## config.mk

```make
export PLATFORM = sky130hd
export DESIGN_NAME = add_func_unit
export DESIGN_NICKNAME = d
export VERILOG_FILES = /design/src/rtl/afu_pkg.sv /design/src/rtl/afu_opnd_cond.sv /design/src/rtl/afu_full_add.sv /design/src/rtl/afu_ripple_add.sv /design/src/rtl/add_func_unit.sv
export SDC_FILE = /design/constraint.sdc
export NUM_CORES = 1
export LEC_CHECK = 0
export ABC_AREA = 0
export ABC_CLOCK_PERIOD_IN_PS = 7770
export CORE_AREA = 2 2 39 41
export DETAILED_ROUTE_END_ITERATION = 8
export DIE_AREA = 0 0 41 43
export DONT_BUFFER_PORTS = 1
export GPL_TIMING_DRIVEN = 0
export PLACE_DENSITY = 0.3
export SLEW_MARGIN = 20
export SYNTH_ARGS = -nofsm -noshare
export SYNTH_HDL_FRONTEND = slang
export SYNTH_SLANG_ARGS = --single-unit
```

## constraint.sdc

```tcl
create_clock -name vclk -period 7.77
set_input_delay 1.1655 -clock vclk [all_inputs]
set_output_delay 1.1655 -clock vclk [all_outputs]
set_load 0.01 [all_outputs]
```

## src/rtl/afu_pkg.sv

```systemverilog
package afu_pkg;
  localparam int unsigned SEL_W = 3;

  typedef enum logic [SEL_W-1:0] {
    OP_PASS_LO = 3'b000,
    OP_INC     = 3'b001,
    OP_ADD     = 3'b010,
    OP_ADD_C   = 3'b011,
    OP_SUB_1C  = 3'b100,
    OP_SUB_2C  = 3'b101,
    OP_DEC     = 3'b110,
    OP_PASS_HI = 3'b111
  } afu_op_e;
endpackage

```

## src/rtl/afu_opnd_cond.sv

```systemverilog
// Per-bit operand conditioning: a = s2 & ~y | s1 & y
module afu_opnd_cond #(
  parameter int unsigned W = 4
) (
  input  logic [W-1:0] y_i,
  input  logic         form_hi_i,
  input  logic         form_lo_i,
  output logic [W-1:0] a_o
);
  for (genvar i = 0; i < W; i++) begin : g_bit
    assign a_o[i] = (form_hi_i & ~y_i[i]) | (form_lo_i & y_i[i]);
  end
endmodule

```

## src/rtl/afu_full_add.sv

```systemverilog
module afu_full_add (
  input  logic a_i,
  input  logic b_i,
  input  logic c_i,
  output logic s_o,
  output logic c_o
);
  logic p;
  assign p   = a_i ^ b_i;
  assign s_o = p ^ c_i;
  assign c_o = (a_i & b_i) | (p & c_i);
endmodule

```

## src/rtl/afu_ripple_add.sv

```systemverilog
module afu_ripple_add #(
  parameter int unsigned W = 4
) (
  input  logic [W-1:0] a_i,
  input  logic [W-1:0] b_i,
  input  logic         ci_i,
  output logic [W-1:0] s_o,
  output logic         co_o
);
  logic [W:0] carry;
  assign carry[0] = ci_i;

  for (genvar i = 0; i < W; i++) begin : g_stage
    afu_full_add u_fa (
      .a_i (a_i[i]),
      .b_i (b_i[i]),
      .c_i (carry[i]),
      .s_o (s_o[i]),
      .c_o (carry[i+1])
    );
  end

  assign co_o = carry[W];
endmodule

```

## src/rtl/add_func_unit.sv

```systemverilog
module add_func_unit #(
  parameter int unsigned W = 4
) (
  input  logic [W-1:0]                x_i,
  input  logic [W-1:0]                y_i,
  input  logic [afu_pkg::SEL_W-1:0]   sel_i,
  output logic [W-1:0]                g_o,
  output logic                        co_o
);
  logic [W-1:0] opnd_a;

  afu_opnd_cond #(.W(W)) u_cond (
    .y_i       (y_i),
    .form_hi_i (sel_i[2]),
    .form_lo_i (sel_i[1]),
    .a_o       (opnd_a)
  );

  afu_ripple_add #(.W(W)) u_add (
    .a_i  (opnd_a),
    .b_i  (x_i),
    .ci_i (sel_i[0]),
    .s_o  (g_o),
    .co_o (co_o)
  );
endmodule

```

==> impl_metrics.ini <==
[job]
max_cap_violations = 0

[sta]
clock.fmax_ghz = 0.240
slew_violations = 0
rsz0062_at_grt = no
slew_headroom = 0.864
setup_violations = 0
tightest_slew_ps = 199
period_share = 0.536
hold_violations = 0
holdWs_ps = 2580
setup_ws_ps = 3600
finalCriticalPeriod_ps = 4170
fin_tns_setup_ps = 0

[drt]
postRouteAntennaNets = 0
dr.pass1.iters = 1
totalWireLength_microns = 313
wl_per_cell_microns = 8.69
vias_per_cell = 3.25
vias = 117
drc_errors = 0
drtIter0Drc = 0

[global_routing]
grt_antenna_before_repair = 0
grt_pass1_wl_microns = 517
track_usage = 0.0411
grt_max_degree = 5
grt_pass1_vias = 137
grt_overflow = 0

[power_and_ir_drop]
power.density_mw_per_mm2 = 88.1
leakage_nw = 0.111
switchingPower_w = 0.00000844
p_int_w = 0.00000942
clockPowerShare = 0
finalPower_w = 0.0000179
switching_share = 0.473
power_frac_comb = 1.000
pwr-share-seq = 0
max-vdd-ir-drop_uv = 11.8

[clock_network]
hold_buffers = 0
postCtsSetupBuffers = 0
cts_resized = 0

[worst_setup_path]
worstPathMaxFanout = 1
startpoint_type = primary input
crit_required_ps = 6600
cp-end-kind = output pin
arrival_ps = 3000
critPathKind = in -> out

[final_layout]
n_fill_cell = 159
seq_area_sq_um = 0
final_nets = 37
syn_to_final_growth_pct = 11.0
mostFrequentLayoutCells = 8 x inv_1, 4 x fa_1, 4 x buf_4, 2 x mux2i_1, 2 x mux2_2
antennaDiodeCount = 0
multi_input_area_sq_um = 123
mostFrequentLayoutCell = inv_1
drive_gt1_frac = 0.300
sequential_cell_total = 0
clkbuf_count = 0
finalInstanceArea_sq_um = 203

[run_status]
status = finished, final reports clean

[synthesis]
avgSynthCellArea_sq_um = 9.13
synth_fp_nets = 35
synthCells = 20
yosysWarnings = 0
netlist_area_sq_um = 183
synth_cell_type_count = 5
ys_seq_area_frac = 0

[placement]
dp_slack_ps = 3550
gp_congestion = 0.572
dp_hpwl_microns = 330
place_area_sq_um = 203
portBuffers = 0

[die]
die_width_microns = 41
start_util = 0.132
core-area_sq_mm = 0.00138
die_h_microns = 43
io_pins = 16
num_rows = 14
die_area_sq_mm = 0.00176

[min_path]
min_path_type = in -> out
==> area by class of cell <==
cell class / count / area share
multi-input combinational: 8 / 0.605
tap: 16 / 0.0988
buffer: 4 / 0.148
inverter: 8 / 0.148
==> synthesized netlist by cell type <==
cell type  number  area share
mux2i_1         2        0.11
inv_1           8        0.16
mux2_2          2        0.12
buf_4           4        0.16
fa_1            4        0.44
==> metrics by stage <==
step | std cells | utilization
floorplan | 20 | -
global placement | 36 | 0.146
detailed placement | 36 | 0.146
CTS | 36 | 0.146
global route | 36 | 0.146
finish | 36 | 0.146
==> worst paths after layout <==
check                    end    from  cells after the start  slack, ps
worst min-delay path  g_o[2]  x_i[2]                      2       2580
worst max-delay path  g_o[3]  y_i[0]                      9       3600
==> cells by family after synthesis <==
kind of cell	after synthesis	synth area share
adders and majority gates	4	0.438
muxes	4	0.233
buffers and inverters	12	0.329
==> metal layers <==
metal	GRT usage	up-vias	part of all wire
met5	0	-	0
met4	0	0	0
li1	-	53	-
met1	0.0415	52	0.23
met3	0.0262	0	0.28
met2	0.0719	12	0.48
==> power groups by stage <==
stage | registers, W | logic (W) | clock network (W)
3_5_place_dp | 0 | 0.0000186 | 0
6_report | 0 | 0.0000179 | 0
2_1_floorplan | 0 | 0.0000166 | 0
3_3_place_gp | 0 | 0.0000185 | 0
4_1_cts | 0 | 0.0000186 | 0
5_1_grt | 0 | 0.0000212 | 0
==> worst max-delay path, stage by stage <==
cell and delay (ps):
mux2i_1 210, fa_1 200, inv_1 50, fa_1 370, fa_1 370, inv_1 70, fa_1 400, inv_1 60
buf_4 110
No activity file was read; power rests on OpenSTA's default activity.
